### config.mk
export PLATFORM = sky130hd
export DESIGN_NAME = pvic_top
export DESIGN_NICKNAME = d
export VERILOG_FILES = /design/src/rtl/pvic_pkg.sv /design/src/rtl/pvic_pending.sv /design/src/rtl/pvic_arbiter.sv /design/src/rtl/pvic_nest.sv /design/src/rtl/pvic_top.sv
export SDC_FILE = /design/constraint.sdc
export NUM_CORES = 1
export LEC_CHECK = 0
export BUFFER_PORTS_ARGS = -buffer_cell sky130_fd_sc_hd__buf_4
export CAP_MARGIN = 15
export CORE_ASPECT_RATIO = 1.2
export CORE_MARGIN = 2
export CORE_UTILIZATION = 38
export CTS_BUF_LIST = sky130_fd_sc_hd__clkbuf_4 sky130_fd_sc_hd__clkbuf_8
export DETAILED_ROUTE_END_ITERATION = 12
export SYNTH_ARGS = -nofsm -noshare
export SYNTH_HDL_FRONTEND = slang
export SYNTH_SLANG_ARGS = --single-unit
### constraint.sdc
create_clock -name clk -period 4.65 [get_ports clk]
set_clock_uncertainty 0.2 [all_clocks]
set_input_delay 0.93 -clock clk [delete_from_list [all_inputs] [get_ports clk]]
set_output_delay 0.93 -clock clk [all_outputs]
set_load 0.05 [all_outputs]
### src/rtl/pvic_pkg.sv
package pvic_pkg;
  localparam int NSRC     = 12;
  localparam int LVL_W    = 4;
  localparam int IDLE_LVL = NSRC;

  // rank indices
  localparam int SRC_RST  = 0;
  localparam int SRC_PWD  = 1;
  localparam int SRC_EXT2 = 2;
  localparam int SRC_LV1  = 3;
  localparam int SRC_LV0  = 4;
  localparam int SRC_S0TX = 5;
  localparam int SRC_S0RX = 6;
  localparam int SRC_EDG  = 7;
  localparam int SRC_DMA  = 8;
  localparam int SRC_P1TX = 9;
  localparam int SRC_P1RX = 10;
  localparam int SRC_TMR  = 11;

  // handler address for a rank
  function automatic logic [15:0] vec_of(input logic [LVL_W-1:0] idx);
    logic [LVL_W-1:0] k;
    k = idx - 4'd1;
    case (idx)
      4'd0:    return 16'h0000;
      4'd1:    return 16'h002C;
      default: return {10'd0, k, 2'b00};
    endcase
  endfunction
endpackage

### src/rtl/pvic_pending.sv
module pvic_pending #(
  parameter int N = 12
) (
  input  logic         clk,
  input  logic         rst_n,
  input  logic [N-1:0] raw,
  input  logic [N-1:0] edge_mode,
  input  logic [N-1:0] set_vec,
  input  logic [N-1:0] clr_vec,
  output logic [N-1:0] pend
);
  for (genvar i = 0; i < N; i++) begin : g_src
    logic prev_q, latch_q;
    always_ff @(posedge clk or negedge rst_n) begin
      if (!rst_n) begin
        prev_q  <= 1'b0;
        latch_q <= 1'b0;
      end else begin
        prev_q <= raw[i];
        if (clr_vec[i])
          latch_q <= 1'b0;
        else if (set_vec[i] || (raw[i] && !prev_q))
          latch_q <= 1'b1;
      end
    end
    assign pend[i] = edge_mode[i] ? latch_q : raw[i];
  end
endmodule

### src/rtl/pvic_arbiter.sv
module pvic_arbiter
  import pvic_pkg::*;
#(
  parameter int N = NSRC
) (
  input  logic [N-1:0]     pend,
  input  logic [N-3:0]     mask,
  input  logic             gie,
  input  logic             blk,
  input  logic             nest_en,
  input  logic [LVL_W-1:0] cur_lvl,
  output logic             valid,
  output logic [LVL_W-1:0] win,
  output logic [15:0]      vector
);
  logic [N-1:0] elig;
  logic         any;
  logic         nest_ok;

  always_comb begin
    elig = pend & {mask, 2'b11} & {{(N-1){gie & ~blk}}, 1'b1};
    any  = 1'b0;
    win  = '0;
    for (int i = N - 1; i >= 0; i--) begin
      if (elig[i]) begin
        win = LVL_W'(i);
        any = 1'b1;
      end
    end
    if (win == '0)
      nest_ok = 1'b1;
    else if (nest_en)
      nest_ok = (win < cur_lvl);
    else
      nest_ok = (cur_lvl == LVL_W'(IDLE_LVL));
    valid  = any & nest_ok;
    vector = vec_of(win);
  end
endmodule

### src/rtl/pvic_nest.sv
module pvic_nest
  import pvic_pkg::*;
#(
  parameter int DEPTH = 12,
  localparam int DW   = $clog2(DEPTH + 1)
) (
  input  logic             clk,
  input  logic             rst_n,
  input  logic             push,
  input  logic             pop,
  input  logic [LVL_W-1:0] new_lvl,
  output logic [LVL_W-1:0] cur_lvl,
  output logic [DW-1:0]    depth,
  output logic             ovf
);
  logic [LVL_W-1:0] stk [DEPTH];

  always_ff @(posedge clk) begin
    if (push && depth != DW'(DEPTH))
      stk[depth] <= cur_lvl;
  end

  always_ff @(posedge clk or negedge rst_n) begin
    if (!rst_n) begin
      cur_lvl <= LVL_W'(IDLE_LVL);
      depth   <= '0;
      ovf     <= 1'b0;
    end else if (push) begin
      cur_lvl <= new_lvl;
      if (depth == DW'(DEPTH))
        ovf <= 1'b1;
      else
        depth <= depth + 1'b1;
    end else if (pop && depth != '0) begin
      cur_lvl <= stk[depth - 1'b1];
      depth   <= depth - 1'b1;
    end
  end
endmodule

### src/rtl/pvic_top.sv
module pvic_top
  import pvic_pkg::*;
#(
  parameter int VEC_W     = 16,
  parameter int STK_DEPTH = 12,
  localparam int DW       = $clog2(STK_DEPTH + 1)
) (
  input  logic             clk,
  input  logic             rst_n,
  input  logic             src_reset_i,
  input  logic             src_pwd_i,
  input  logic [2:0]       ext_i,
  input  logic [1:0]       lvl_i,
  input  logic             edge_i,
  input  logic             s0_tx_i,
  input  logic             s0_rx_i,
  input  logic             s1_tx_i,
  input  logic             s1_rx_i,
  input  logic             dma_i,
  input  logic             timer_i,
  input  logic             mask_we_i,
  input  logic [NSRC-3:0]  mask_wdata_i,
  input  logic             ctrl_we_i,
  input  logic [4:0]       ctrl_wdata_i,
  input  logic             fc_we_i,
  input  logic [1:0]       fc_wdata_i,
  input  logic             gie_set_i,
  input  logic             gie_clr_i,
  output logic             irq_valid_o,
  output logic [VEC_W-1:0] irq_vector_o,
  input  logic             irq_ready_i,
  input  logic             rti_i,
  output logic [LVL_W-1:0] active_lvl_o,
  output logic [DW-1:0]    depth_o,
  output logic             ovf_o
);
  logic [NSRC-3:0]  mask_q;
  logic [4:0]       ctrl_q;
  logic             gie_q, blk_q;
  logic [NSRC-1:0]  raw, edge_mode, set_vec, clr_vec, ack_vec, pend;
  logic [LVL_W-1:0] win;
  logic [15:0]      vec16;
  logic             hs, s1_ext;

  always_ff @(posedge clk or negedge rst_n) begin
    if (!rst_n) begin
      mask_q <= '0;
      ctrl_q <= '0;
      gie_q  <= 1'b1;
      blk_q  <= 1'b0;
    end else begin
      blk_q <= mask_we_i;
      if (mask_we_i) mask_q <= mask_wdata_i;
      if (ctrl_we_i) ctrl_q <= ctrl_wdata_i;
      if (gie_clr_i)      gie_q <= 1'b0;
      else if (gie_set_i) gie_q <= 1'b1;
    end
  end

  assign s1_ext = ctrl_q[4];

  always_comb begin
    raw       = '0;
    edge_mode = '1;
    raw[SRC_RST]  = src_reset_i;  edge_mode[SRC_RST] = 1'b0;
    raw[SRC_PWD]  = src_pwd_i;
    raw[SRC_EXT2] = ext_i[2];     edge_mode[SRC_EXT2] = ctrl_q[2];
    raw[SRC_LV1]  = lvl_i[1];     edge_mode[SRC_LV1]  = 1'b0;
    raw[SRC_LV0]  = lvl_i[0];     edge_mode[SRC_LV0]  = 1'b0;
    raw[SRC_S0TX] = s0_tx_i;
    raw[SRC_S0RX] = s0_rx_i;
    raw[SRC_EDG]  = edge_i;
    raw[SRC_DMA]  = dma_i;
    raw[SRC_P1TX] = s1_ext ? ext_i[1] : s1_tx_i;
    raw[SRC_P1RX] = s1_ext ? ext_i[0] : s1_rx_i;
    raw[SRC_TMR]  = timer_i;
    if (s1_ext) begin
      edge_mode[SRC_P1TX] = ctrl_q[1];
      edge_mode[SRC_P1RX] = ctrl_q[0];
    end
  end

  assign hs      = irq_valid_o & irq_ready_i;
  assign ack_vec = hs ? (NSRC'(1) << win) : '0;

  always_comb begin
    set_vec = '0;
    clr_vec = ack_vec;
    set_vec[SRC_EDG] = fc_we_i & fc_wdata_i[0];
    clr_vec[SRC_EDG] = ack_vec[SRC_EDG] | (fc_we_i & fc_wdata_i[1]);
  end

  pvic_pending #(.N(NSRC)) u_pend (
    .clk(clk), .rst_n(rst_n), .raw(raw), .edge_mode(edge_mode),
    .set_vec(set_vec), .clr_vec(clr_vec), .pend(pend)
  );

  pvic_arbiter #(.N(NSRC)) u_arb (
    .pend(pend), .mask(mask_q), .gie(gie_q), .blk(blk_q),
    .nest_en(ctrl_q[3]), .cur_lvl(active_lvl_o),
    .valid(irq_valid_o), .win(win), .vector(vec16)
  );

  pvic_nest #(.DEPTH(STK_DEPTH)) u_nest (
    .clk(clk), .rst_n(rst_n), .push(hs), .pop(rti_i), .new_lvl(win),
    .cur_lvl(active_lvl_o), .depth(depth_o), .ovf(ovf_o)
  );

  assign irq_vector_o = VEC_W'(vec16);
endmodule

-- Word-level counts from Yosys, hierarchy flattened
Memory sizes are Yosys's and may differ from the RTL's.
Cells that the tools add are included.
- bits in registers: 44
- RAM bits: 48
- memories kept: 1
- add/sub/neg operators: 3
- $lt $le $gt $ge: 1
- equal/unequal tests: 5
- shift operators: 1
- muxes and demuxes: 61
- bitwise operators: 9
- reductions and logical operators: 36
- memories (memory ; words ; width ; rd ports ; clocked after memory_dff ; write ports ; RTL line ; RTL):
    u_nest.stk ; 12 ; 4 ; 1 ; 0 ; 1 ; pvic_nest.sv:16 ; logic [LVL_W-1:0] stk [DEPTH];
- operator list (kind ; number):
    $mux 4 ; 17
    $mux 1 ; 41
    $and 12x12->12 ; 2
    $reduce_bool 2->1 ; 11
    $mux 12 ; 1
    $pmux 6 s2 ; 1
    $shl 1x4->12 const A ; 1
    $logic_and 1x1->1 ; 11
    $logic_not 1->1 ; 9
    $eq 4x4->1 const B ; 2
    $sub 4x1->4 const B ; 2
    $and 1x1->1 ; 5
    $add 4x1->4 const B ; 1
    $eq 4x1->1 const B ; 1
    $logic_not 4->1 ; 1
    $lt 4x4->1 ; 1
    $ne 4x4->1 const B ; 1
    $reduce_and 2->1 ; 2
    $reduce_bool 4->1 ; 1
    $mux 2 ; 1
    $ne 2x2->1 const B ; 1
    $logic_or 1x1->1 ; 1
    $not 1->1 ; 1
    $or 1x1->1 ; 1

-- Longest topological paths before layout
Gate-level depths: netlist (run 1).
- depth after elaboration: 24
- depth in mapped cells: 16
- depth with buffers taken out: 14

-- Cells and area by module
Synthesis (run 1) repeated with hierarchy kept, for this count alone.
- cells, all modules: 392
- area, all modules: 4972.3 µm²
- modules (own cells, without submodules) (module ; instances ; cells each ; area an instance (µm²)):
    pvic_nest ; 1 ; 175 ; 2615.0
    pvic_pending ; 1 ; 72 ; 960.9
    pvic_top ; 1 ; 63 ; 829.5
    pvic_arbiter ; 1 ; 82 ; 566.8

-- Least setup slack after synthesis (run 1)
Ideal clock, no wire load.
- path type: in2out
- from: input port ext_i[1]
- to: output port irq_valid_o
- arrival time: 3.260 ns
- required time: 3.520 ns
- slack: 0.260 ns
- cell stages on the path: 12
- path buffers: 0
- cell sequence: and4b_1 > a31oi_1 > o211ai_1 > a311oi_1 > o21ai_1 > inv_1 > ha_1 > a21oi_1 > nor2_1 > nand3_1 > a221oi_4 > nor2_1
- longest elaborated chain between the ends: 18
- ends and longest elaborated chain (item ; RTL line ; RTL):
    start: declaration ; pvic_top.sv:12 ; input logic [2:0] ext_i,
    $mux 1 * ; pvic_top.sv:74 ; raw[SRC_P1TX] = s1_ext ? ext_i[1] : s1_tx_i;
    $mux 1 * ; pvic_pending.sv:26 ; assign pend[i] = edge_mode[i] ? latch_q : raw[i];
    $and 12x12->12 * (2 in series) ; pvic_arbiter.sv:21 ; elig = pend & {mask, 2'b11} & {{(N-1){gie & ~blk}}, 1'b1};
    $mux 4 (10 in series) ; pvic_arbiter.sv:25 ; if (elig[i]) begin
    $lt 4x4->1 ; pvic_arbiter.sv:33 ; nest_ok = (win < cur_lvl);
    $mux 1 ; pvic_arbiter.sv:32 ; else if (nest_en)
    $mux 1 ; pvic_arbiter.sv:30 ; if (win == '0)
    $and 1x1->1 * ; pvic_arbiter.sv:36 ; valid = any & nest_ok;
    end: declaration ; pvic_top.sv:29 ; output logic irq_valid_o,
Every way passes the cells marked *; elsewhere a longest branch is shown, timed or not.

-- Worst setup path after layout (run 1)
Same ends and word-level chain as after synthesis.

==> results, run 1 <==
- Hold timing on the final database bottoms out at a slack of 0.301 ns.
- In the synthesized netlist the dominant register cell turns out to be edfxtp_1.
- Synthesis instantiated 65 different standard cells from the library.
- The top cell type's share of synthesized area is 32.1%.
- For this design the top-level I/O count stands at 66.
- The first-pass GRT wire length is 15,100 um.
- The clock latency of the later-clocked register in the worst-skew pair is 0.36 ns.
- The total routed wirelength is 9450 um.
- The total DRC errors in the routed layout is 0.
- The number of clock buffers added by TritonCTS is 9.
- On the critical path, the stage with the largest delay is an instance of a221oi_4.
- Global routing consumed, over all layers together, 15.9% of the routing resources.
- Setup repair after global routing left no endpoint under its margin.
- For the worst setup path, the data arrival time is 3.24 ns.
- The remaining number of nets flagged by the antenna check after routing is 0.
- After the first detailed-routing iteration, the DRC count stood at 133.
- Summing all multi-input logic gate instances after layout gives 1780 um2.
- The fill cell total of the finished layout is 1,064.
- The TritonCTS clock tree is done.
- Along the worst path, the maximum fanout reaches 5.
- The number of detailed-route iterations in the first pass is 4.
- Relative to the synthesized area, the layout overhead comes to 16.9%.
- The hold violation count in the final report is 0.
- The count of maximum capacitance violations is 0.
- The cell taking the most area after synthesis is edfxtp_1.
- The final number of setup-violating endpoints is 0.
- After global routing the overflow that remains totals 0.
- Routability-driven placement finished with a final weighted congestion of 0.823.
- The worst endpoint required time is 3.52 ns.
- The total area inside the core boundary comes to 11,600 um2.
- The final antenna diode count is 0.
- The synthesized netlist occupies a cell area of 4490 um2.
- The number of resized instances in the post-cts repair step is 0.
- Buffers inserted to repair hold after CTS numbered 0.
- The mean post-synth cell area is 13.3 um2.
- The number of instances in the synthesized netlist is 338.
- The worst setup path is launched from a primary input.
- The post-route fraction of the period consumed by the critical path is 94.1%.
- Counting every sink on the clock net gives 92.
- Cells fill 45.4% of the core in the end.
- The via count of the first global-routing pass came to 2,958.
- Entering global routing, the biggest net connects 45 pins.
- In this run, synthesis produced a sequential element count of 92.
- STA classifies the critical path endpoint as a primary output.
- In the final timing run, aggregate negative setup slack is 0 ns.
- The clock passes through at most 2 buffers.
- The die boundary height is 123 um.
- The starting density of the core is 38.8%.
- The power density over the cells is 519 nW/um2.
- In this design, the stage delay of the slowest critical-path cell is 0.33 ns.
- Walking the worst path, the cells encountered are buf_4, and4b_1, a31oi_2, o211ai_1, a311oi_1, o21ai_1, inv_1, ha_1, a21oi_1, nor2_1, nand3_1, a221oi_4, nor2_1, buf_4.
- The routed design could run at a clock period as short as 4.37 ns.
- The half-perimeter wire length after placement is 6950 um.
- The detailed-route via count is 2,860.
- Yosys instantiated no cell more often than edfxtp_1.
- The count of buffers inserted at the top-level ports is 53.
- The pin slew with the least headroom to its limit is 0.627 ns.
- The path type of the worst min-delay path is flop to flop.
- The highest attainable clock frequency is 229 MHz.
- After clock tree synthesis, the setup repair step added 0 buffers.
- The area of all sequential standard cells is 2550 um2.
- The flow ran to the end, and the final reports show no timing, DRC or antenna violations.
- The commonest cells after synthesis are edfxtp_1, dfrtp_1, a21oi_1.
- The clock root buffer is clkbuf_8.
- In this run the tightest slew margin relative to its limit is 58.2%.
- The share of final-layout standard cells stronger than drive strength 1 is 32.7%.
- Dividing the detail-routed via count by the number of cells gives 5.13.
- In this run the core area contains 43 standard-cell rows.
- The H-tree level count is 3.
- The share of flip-flops with an asynchronous set or reset after synthesis is 47.8%.
- After synthesis, the cell types taking the most area are edfxtp_1, dfrtp_1, mux4_2, mux2_2, ha_1.
- Measured along the x axis, the die boundary spans 103 um.
- The critical path is of the primary input to primary output type.
- The leakage power total is 2.10 nW.
- The initial antenna violation count is 0.
- The clock slew at the register clock pins of the worst setup and hold paths is 0.09 ns.
- The number of flops mapped to enable cells by yosys is 48.
- The share of the Yosys chip area taken by registers is 56.7%.
- The number of nets in the layout is 448.
- The worst-case vdd ir drop is 0.000200 V.
- After detailed routing, the average wire length per cell comes to 16.9 um.
- The area of the die is 12,700 um2.
- The Yosys step of the flow raised 0 warnings.
- The number of slew-limit violations in the final report is 0.
## critical path: cells and delay by family
kind                       cells  cell delay, ns
AOI/OAI and AO/OA              6            1.11
buffers and inverters          3            0.45
adders and majority gates      1            0.18
and+or+nand+nor                4            0.57
## cell type report
| cell class | count | share of cell area [%] |
|---|---|---|
| clock buffers | 9 | 2.36 |
| repair buffers | 60 | 8.58 |
| flip-flops and latches | 92 | 48.5 |
| multi-input cells | 215 | 33.9 |
| well taps | 157 | 3.74 |
| clock inverters | 7 | 1.67 |
| inverters | 18 | 1.29 |
## cells by family (layout without fill, tap and decap cells)
| group | Yosys count | in the layout | synth area share [%] |
|---|---|---|---|
| simple gates | 80 | 80 | 10.8 |
| fa+ha+maj | 12 | 12 | 3.34 |
| flops | 92 | 92 | 56.7 |
| buf+inv | 42 | 94 | 4.74 |
| mux | 34 | 34 | 11.5 |
| compound gates | 74 | 74 | 12.2 |
| xor+xnor | 3 | 3 | 0.585 |
| other cells | 1 | 12 | 0.0835 |
## state kept, by name, summed over array words and instances, names as in the netlist
signal	flops
blk_q	1
ctrl_q	5
gie_q	1
mask_q	10
u_nest.cur_lvl	4
u_nest.depth	4
u_nest.ovf	1
u_nest.stk	48
u_pend.g_src.latch_q	9
u_pend.g_src.prev_q	9
## power by group
group | leakage [nW] | internal, mW | switching (mW)
registers | 0.920 | 0.998 | 0.147
clock network | 0.109 | 0.263 | 0.309
logic | 1.07 | 0.416 | 0.594
## placed cells by master, fill, tap and decap left out, drive strengths merged, types with 2 or more instances in the layout
cell type   n
mux2i       4
inv        23
nor3        6
nand3       8
and3        7
edfxtp     48
mux4       12
o21ai       7
o21bai      3
a22oi       4
a31oi       7
a41oi       2
nor2b       2
ha         12
nor4        2
nand2b      3
conb       12
and2        2
a211oi      6
dfrtp      41
nand4       2
nor3b       4
a21boi      2
xnor2       2
nor2       15
a221oi      3
dfstp       3
mux2       18
and4b       6
o211ai      3
nand2      20
clkbuf      9
buf        60
a21oi      25
## per-layer routing
layer	vias up	track usage, %	wire [um]
li1	1370	-	-
met4	0	4.44	112
met3	8	3.79	407
met2	69	27.0	4780
met5	-	0	0
met1	1413	20.2	4150
## worst paths after layout
path                       startpoint           endpoint  slack [ns]  cells past startpoint
min in group asynchronous       rst_n          mask_q[7]        0.35                      1
setup / recovery             ext_i[1]        irq_valid_o        0.28                     14
max in group asynchronous       rst_n  u_nest.cur_lvl[2]        3.51                      1
hold / removal             u_nest.ovf         u_nest.ovf        0.30                      1
hold reg to reg            u_nest.ovf         u_nest.ovf        0.30                      1
setup reg to reg                gie_q   u_nest.stk[4][1]        0.84                     11
## per-stage QoR
stage | cells | cell area, um2 | power (mW) | setup slack (ns)
finish | 558 | 5250 | 2.73 | 0.276
global route | 558 | 5250 | 2.88 | 0.0702
CTS | 558 | 5250 | 2.76 | 0.225
detailed placement | 542 | 5030 | 2.18 | 0.230
global placement | 542 | 5030 | 2.17 | 0.278
floorplan | 349 | 4530 | 1.88 | 0.260
Power figures use the tool's default switching activity.
==> run 2, diff against run 1 <==
--- a/config.mk
+++ b/config.mk
@@ -9,9 +9,10 @@
 export CAP_MARGIN = 15
 export CORE_ASPECT_RATIO = 1.2
 export CORE_MARGIN = 2
-export CORE_UTILIZATION = 38
+export CORE_UTILIZATION = 45
 export CTS_BUF_LIST = sky130_fd_sc_hd__clkbuf_4 sky130_fd_sc_hd__clkbuf_8
 export DETAILED_ROUTE_END_ITERATION = 12
+export PLACE_DENSITY = 0.65
 export SYNTH_ARGS = -nofsm -noshare
 export SYNTH_HDL_FRONTEND = slang
 export SYNTH_SLANG_ARGS = --single-unit
==> run 2 against run 1 <==
Net effect:
- sequential power barely moved
- largest cell class unchanged
- utilization increased by 8.6 points
- global-route usage rose by 2.8 points
- final cell count down 6.5%
- clock power decreased by 1%
- register-to-register slack worse by 0.09 ns
- via count rose by 1.0%
- routed wire length fell by 1.7%
- combinational power about the same
==> results, run 2 (synthesis gave the netlist of run 1 again) <==
- The time the final worst path needs with I/O delays and setup is 4.35 ns (-0.0240 ns).
- The remaining number of nets flagged by the antenna check after routing came to 0 (unchanged).
- The number of nets in the layout is 447 (-0.22%).
- The H-tree level count is 3 (unchanged).
- The boundary pin count is 66 (unchanged).
- The start-to-end type of the worst setup path is primary input to primary output.
- The worst-case vdd ir drop was 0.000248 V (+24%).
- The starting density of the core was 46.7% (+7.9 points).
- The run finished with clean final reports.
- The number of placement rows came to 39 (-9.3%).
- The launching element of the worst setup path is ext_i[1].
- TritonCTS built the clock tree.
- The clock root buffer is clkbuf_8.
- The pin slew with the least headroom to its limit is 0.640 ns (+0.0138 ns).
- The power density over the cells is 525 nW/um2 (+1.2%).
- The cell family contributing the most delay on the critical path is compound AO/OA/AOI/OAI gates.
- The remaining global-route overflow is 0 (unchanged).
- The area of all sequential standard cells is 2550 um2 (unchanged).
- The part of the power in registers came to 42.0% (about the same).
- The final number of setup-violating endpoints came to 0 (unchanged).
- The number of resized instances in the post-cts repair step is 0 (unchanged).
- The met3 routed wirelength was 313 um (-23%).
- The top cell types in the final layout, fill and taps aside, are buf_4, edfxtp_1, dfrtp_1, a21oi_1, nand2_1.
- The total routed wirelength is 9300 um (-1.7%).
- Setup repair after global routing left no endpoint under its margin.
- The final cell count without fillers is 522 (-6.5%).
- The total DRC errors in the routed layout came to 0 (unchanged).
- The first-iteration detailed-routing DRC count is 127 (-4.5%).
- The design area is 5190 um2 (-1.1%).
- The clock network fraction of total power is 20.8% (-0.2 points).
- The tightest min-delay check is of the flop to flop type.
- The final core area utilization is 54.0% (+8.6 points).
- The global-route usage over all layers is 18.7% (+2.8 points).
- The worst endpoint required time is 3.52 ns (about the same).
- The CTS sink count came to 92 (unchanged).
- The total placed cells including tap cells is 507 (-6.5%).
- The worst hold path begins at gie_q.
- The first-pass GRT wire length came to 15,000 um (-0.64%).
- The half-perimeter wire length after placement is 6880 um (-1.0%).
- The setup slack of the critical path after layout is 0.299 ns (+0.0240 ns).
- The worst setup slack after placement is 0.220 ns (-0.00994 ns).
- The worst slew slack as a fraction of its limit is 57.3% (-0.92 points).
- In the final layout, the registers with the most flip-flops are u_nest.stk: 48 flops, mask_q: 10 flops.
- The number of buffers and inverters on the critical path came to 3 (unchanged).
- The final antenna diode count is 0 (unchanged).
- The portion of total power attributed to combinational logic is 37.2% (+0.2 points).
- STA classifies the critical path endpoint as a primary output.
- The hold violation count in the final report is 0 (unchanged).
- The via count of the first global-routing pass is 2,918 (-1.4%).
- The detailed-route via count came to 2,890 (+1.0%).
- The area added between synthesis and finish is 15.6%.
- The power dissipated by switching net loads was 1.01 mW (-3.9%).
- The fill cell total of the finished layout was 824 (-23%).
- The biggest fanout along the worst timing path is 5 (unchanged).
- The highest metal layer carrying signal wires in the routed design is met4.
- The number of buffers inserted for hold repair after clock tree synthesis was 0 (unchanged).
- The slowest stage of the critical path belongs to the cell a221oi_4.
- The length of routed met2 wiring is 5020 um (+4.9%).
- The total core area was 9610 um2 (-17%).
- The deepest clock path buffer count is 2 (unchanged).
- The number of slew-limit violations in the final report is 0 (unchanged).
- The internal power summed over all cells is 1.72 mW (+2.5%).
- The post-CTS setup buffer count is 0 (unchanged).
- The via count normalized by instance count is 5.54 (+8.0%).
- The switching share of power is 37.0% (-1.5 points).
- The routability congestion estimate is 0.783 (-4.8%).
- The count of maximum capacitance violations is 0 (unchanged).
- The share of final-layout standard cells stronger than drive strength 1 is 31.8% (-0.84 points).
- The leakage power total is 2.09 nW (-0.36%).
- The arrival time reported for the critical path endpoint was 3.22 ns (-0.02 ns).
- The highest attainable clock frequency is 230 MHz (+0.55%).
- The startpoint identified for the worst register-to-register timing path is gie_q.
- The count of buffers inserted at the top-level ports is 53 (unchanged).
- The area of the die is 10,800 um2 (-15%).
- More flip-flops sit in one register than any other, and that register is u_nest.stk.
- The post-route fraction of the period consumed by the critical path is 93.6% (-0.52 points).
- The number of detailed-route iterations in the first pass is 4 (unchanged).
- The clock slew at the register clock pins of the worst setup and hold paths is 0.08 ns (about the same).
- The average wire per standard cell is 17.8 um (+5.1%).
- The worst setup path is launched from a primary input.
- The clock latency of the later-clocked register in the worst-skew pair is 0.35 ns (about the same).
- The number of flip-flops in the largest register came to 48 (unchanged).
- The die boundary height is 113 um (-7.8%).
- The routed metal-1 wirelength is 3860 um (-6.9%).
- The horizontal extent of the die is 95.2 um (-7.8%).
- Leaving out fill and tap cells, the most frequent cell in the layout is buf_4.
- The largest net degree at the start of global routing is 45 (unchanged).
- The area taken by multi-input logic gates came to 1770 um2 (-0.35%).
- The peak per-stage delay on the critical path is 0.31 ns (-0.02 ns).
- The post-placement cell area is 4980 um2 (-0.99%).
- The initial antenna violation count is 0 (unchanged).
- The CTS buffer count is 9 (unchanged).
- The final setup TNS is 0 ns (unchanged).
- Walking the worst path, the cells encountered are buf_4, and4b_1, a31oi_1, o211ai_1, a311oi_1, o21ai_1, inv_1, ha_1, a21oi_1, nor2_1, nand3_1, a221oi_4, nor2_1, buf_4.
## run 2: cell count changes in the layout (fill, tap and decap cells not counted)
cell,delta
bufinv_16,+1
inv_8,-2
clkinv_2,+1
a31oi_2,-1
buf_4,-1
a31oi_1,+1
clkbuf_4,+1
inv_6,-3
clkinv_1,+1
## run 2: area by class of cell
class,count,area share [%]
flip-flops and latches,92,49.0
well taps,123,2.96
inverters,18,1.30
clock inverters,5,1.49
multi-input cells,215,34.2
clock buffers,10,2.53
repair buffers,59,8.53
## run 2: worst paths after layout
path | cells past startpoint | endpoint | slack (ns)
max | 14 | irq_valid_o | 0.30
min | 2 | gie_q | 0.31
max reg2reg | 12 | u_nest.stk[6][0] | 0.75
min reg2reg | 2 | gie_q | 0.31
max in group asynchronous | 1 | u_nest.cur_lvl[2] | 3.50
min in group asynchronous | 1 | mask_q[7] | 0.36
## run 2: worst reg2reg max path: cells and delay by family (launching register included)
family | cells | cell delay (ns)
simple gates | 8 | 1.69
buf+inv | 1 | 0.23
flops | 1 | 0.55
fa+ha+maj | 1 | 0.41
compound gates | 2 | 0.49
## run 2: metrics by stage
step           total power [mW]  hold WS [ns]
6_report                   2.73         0.315
5_1_grt                    2.88         0.348
4_1_cts                    2.77         0.320
3_5_place_dp               2.19         0.305
3_3_place_gp               2.18         0.298
2_1_floorplan              1.88         0.281
## run 2: routing by layer
metal,vias to the layer above,GRT usage [%]
li1,1366,-
met1,1451,23.5
met2,65,32.2
met3,8,3.70
met4,0,5.80
met5,-,0
## run 2: power by group through the flow
stage / Combinational, mW / Sequential [mW] / Clock, mW
4_1_cts: 1.03 / 1.15 / 0.587
6_report: 1.02 / 1.15 / 0.566
5_1_grt: 1.09 / 1.17 / 0.623
2_1_floorplan: 0.663 / 1.21 / 0
3_5_place_dp: 1.02 / 1.17 / 0
3_3_place_gp: 1.02 / 1.16 / 0
==> run 3, diff against run 2 <==
--- a/config.mk
+++ b/config.mk
@@ -9,10 +9,10 @@
 export CAP_MARGIN = 15
 export CORE_ASPECT_RATIO = 1.2
 export CORE_MARGIN = 2
-export CORE_UTILIZATION = 45
+export CORE_UTILIZATION = 33
 export CTS_BUF_LIST = sky130_fd_sc_hd__clkbuf_4 sky130_fd_sc_hd__clkbuf_8
 export DETAILED_ROUTE_END_ITERATION = 12
-export PLACE_DENSITY = 0.65
+export SLEW_MARGIN = 20
 export SYNTH_ARGS = -nofsm -noshare
 export SYNTH_HDL_FRONTEND = slang
 export SYNTH_SLANG_ARGS = --single-unit
==> run 3 against run 2 <==
Net effect:
- critical path depth unchanged
- critical endpoint unchanged
- final area increased by 0.99%
- sequential share of layout area decreased by 0.48 points
- total power decreased by 2.0%
==> results, run 3 (synthesis gave the netlist of run 1 again) <==
- The largest net degree at the start of global routing came to 45 (unchanged).
- The worst setup path is captured at a primary output.
- The worst hold slack across all endpoints is 0.318 ns (+0.00300 ns).
- The leakage power total was 2.09 nW (about the same).
- The total core area is 13,200 um2 (+38%).
- The largest register by flop count is u_nest.stk.
- The initial antenna violation count was 0 (unchanged).
- The number of detailed-route iterations in the first pass was 6 (+2).
- The total DRC errors in the routed layout came to 0 (unchanged).
- The final number of setup-violating endpoints came to 0 (unchanged).
- The H-tree level count was 3 (unchanged).
- The type of origin of the critical path is a primary input.
- The CTS buffer count is 9 (unchanged).
- The hold violation count in the final report is 0 (unchanged).
- The first-pass GRT wire length is 16,600 um (+10%).
- The time the final worst path needs with I/O delays and setup is 4.50 ns (+0.146 ns).
- The total placed cells including tap cells is 553 (+9.1%).
- The highest attainable clock frequency is 222 MHz (-3.3%).
- The number of nets in the layout is 450 (+0.67%).
- The die boundary height is 132 um (+16%).
- The arrival time reported for the critical path endpoint is 3.37 ns (+0.15 ns).
- The largest registers in the layout are u_nest.stk: 48 flops, mask_q: 10 flops.
- The TritonCTS clock tree is done.
- The library cells used most frequently in the layout, excluding fill and tap cells, are buf_4, edfxtp_1, dfrtp_1, a21oi_1, nand2_1.
- The deepest clock path buffer count is 2 (unchanged).
- The remaining global-route overflow is 0 (unchanged).
- The most common cell after layout, fill and taps aside is buf_4.
- The post-placement cell area is 5050 um2 (+1.3%).
- The final core area utilization was 39.6% (-14 points).
- The worst setup path is of the primary input to primary output kind.
- The number of placement rows is 46 (+18%).
- The routability congestion estimate was 0.852 (+8.7%).
- The detailed-route via count is 2,932 (+1.5%).
- The worst-case vdd ir drop is 0.000268 V (+8.0%).
- The via count of the first global-routing pass is 3,086 (+5.8%).
- The number of buffers inserted for hold repair after clock tree synthesis is 0 (unchanged).
- The count of maximum capacitance violations is 0 (unchanged).
- Relative to the synthesized area, the layout overhead comes to 16.8%.
- The biggest fanout along the worst timing path came to 6 (+1).
- The starting density of the core is 33.9% (-13 points).
- The startpoint identified for the worst register-to-register timing path is gie_q.
- The number of flip-flops in the largest register is 48 (unchanged).
- The worst slew slack as a fraction of its limit is 55.5% (-1.8 points).
- The pin slew with the least headroom to its limit was 0.667 ns (+0.0266 ns).
- The cell depth of the worst flop-to-flop path is 15 (+3).
- The total power of the final layout is 2.67 mW (-2.0%).
- The clock latency of the later-clocked register in the worst-skew pair is 0.37 ns (+0.02 ns).
- The final antenna diode count came to 0 (unchanged).
- The power density over the cells is 509 nW/um2 (-3.0%).
- The worst endpoint required time is 3.52 ns (about the same).
- The number of slew-limit violations in the final report is 0 (unchanged).
- The design area is 5250 um2 (+0.99%).
- The global-route usage over all layers was 14.4% (-4.3 points).
- The path with the worst hold slack has its endpoint at u_nest.ovf.
- The worst reg2reg path endpoint is u_nest.stk[7][3].
- The post-route fraction of the period consumed by the critical path is 96.7% (+3.1 points).
- The CTS sink count came to 92 (unchanged).
- The via count normalized by instance count came to 5.13 (-7.3%).
- The path type of the worst min-delay path is flop to flop.
- The boundary pin count is 66 (unchanged).
- The number of cells traversed by the worst hold path is 1 (-1).
- The total routed wirelength is 10,200 um (+9.8%).
- The final cell count without fillers is 571 (+9.4%).
- The share of final-layout standard cells stronger than drive strength 1 was 33.0% (+1.2 points).
- The flow ran to the end, and the final reports show no timing, DRC or antenna violations.
- The average wire per standard cell is 17.9 um (+0.34%).
- The area of the die was 14,600 um2 (+35%).
- The count of buffers inserted at the top-level ports came to 53 (unchanged).
- The horizontal extent of the die is 111 um (+16%).
- The register-to-register path setup slack came to 0.73 ns (-0.02 ns).
- The half-perimeter wire length after placement is 7320 um (+6.3%).
- The remaining number of nets flagged by the antenna check after routing is 0 (unchanged).
- The clock slew at the register clock pins of the worst setup and hold paths is 0.08 ns (about the same).
- The first-iteration detailed-routing DRC count came to 129 (+1.6%).
- The start point of the worst min-delay path is u_nest.ovf.
- In this run the clock root is driven by a clkbuf_8.
-- run 3: cell types whose count changed in the layout (fill, tap and decap cells not counted), sizes merged --
cell	delta
buf	+3
bufinv	-2
clkinvlp	+1
inv	+2
-- run 3: final cells by class --
cell class / count / area, um2
clock buffers: 10 / 131
clock inverters: 6 / 40.0
flip-flops and latches: 92 / 2550
fillers: 1269 / 7990
inverters: 18 / 67.6
multi-input cells: 215 / 1780
repair buffers: 62 / 465
well taps: 168 / 210
-- run 3: stage by stage --
stage | setup slack (ns) | TNS, ns
floorplan | 0.260 | 0
global placement | 0.161 | 0
detailed placement | 0.0631 | 0
CTS | 0.0627 | 0
global route | -0.0707 | -0.0707
finish | 0.153 | 0
-- run 3: what timing repair did --
item,in CTS,in global routing
setup buffers,0,2
setup endpoints to repair,0,1
gates resized for setup,0,2
-- run 3: worst max path at each step --
stage          startpoint     endpoint  slack [ns]  cells after the start
3_5_place_dp     ext_i[1]  irq_valid_o        0.06                     14
6_report         ext_i[1]  irq_valid_o        0.15                     14
3_3_place_gp     ext_i[1]  irq_valid_o        0.16                     14
5_1_grt          ext_i[1]  irq_valid_o       -0.07                     14
4_1_cts          ext_i[1]  irq_valid_o        0.06                     14
2_1_floorplan    ext_i[1]  irq_valid_o        0.26                     12
-- run 3: critical path, cell delays in order --
cell and delay, ns:
buf_4 0.11, and4b_1 0.20, a31oi_2 0.21, o211ai_1 0.15, a311oi_1 0.34, o21ai_2 0.16
inv_1 0.15, ha_1 0.25, a21oi_1 0.15, nor2_1 0.06, nand3_1 0.16, a221oi_4 0.06
nor2_1 0.21, buf_4 0.23
-- run 3: layer usage --
metal  vias up  GRT usage (%)  part of all wire [%]
li1       1383              -                     -
met1      1435           19.1                    44
met2       104           23.4                    49
met3        10           3.17                   5.3
met4         0           5.00                   1.6
met5         -              0                     0
-- run 3: power breakdown --
| part | switching [mW] | total [mW] | internal (mW) |
|---|---|---|---|
| clock | 0.286 | 0.488 | 0.201 |
| combinational | 0.610 | 1.03 | 0.423 |
| sequential | 0.155 | 1.15 | 0.998 |
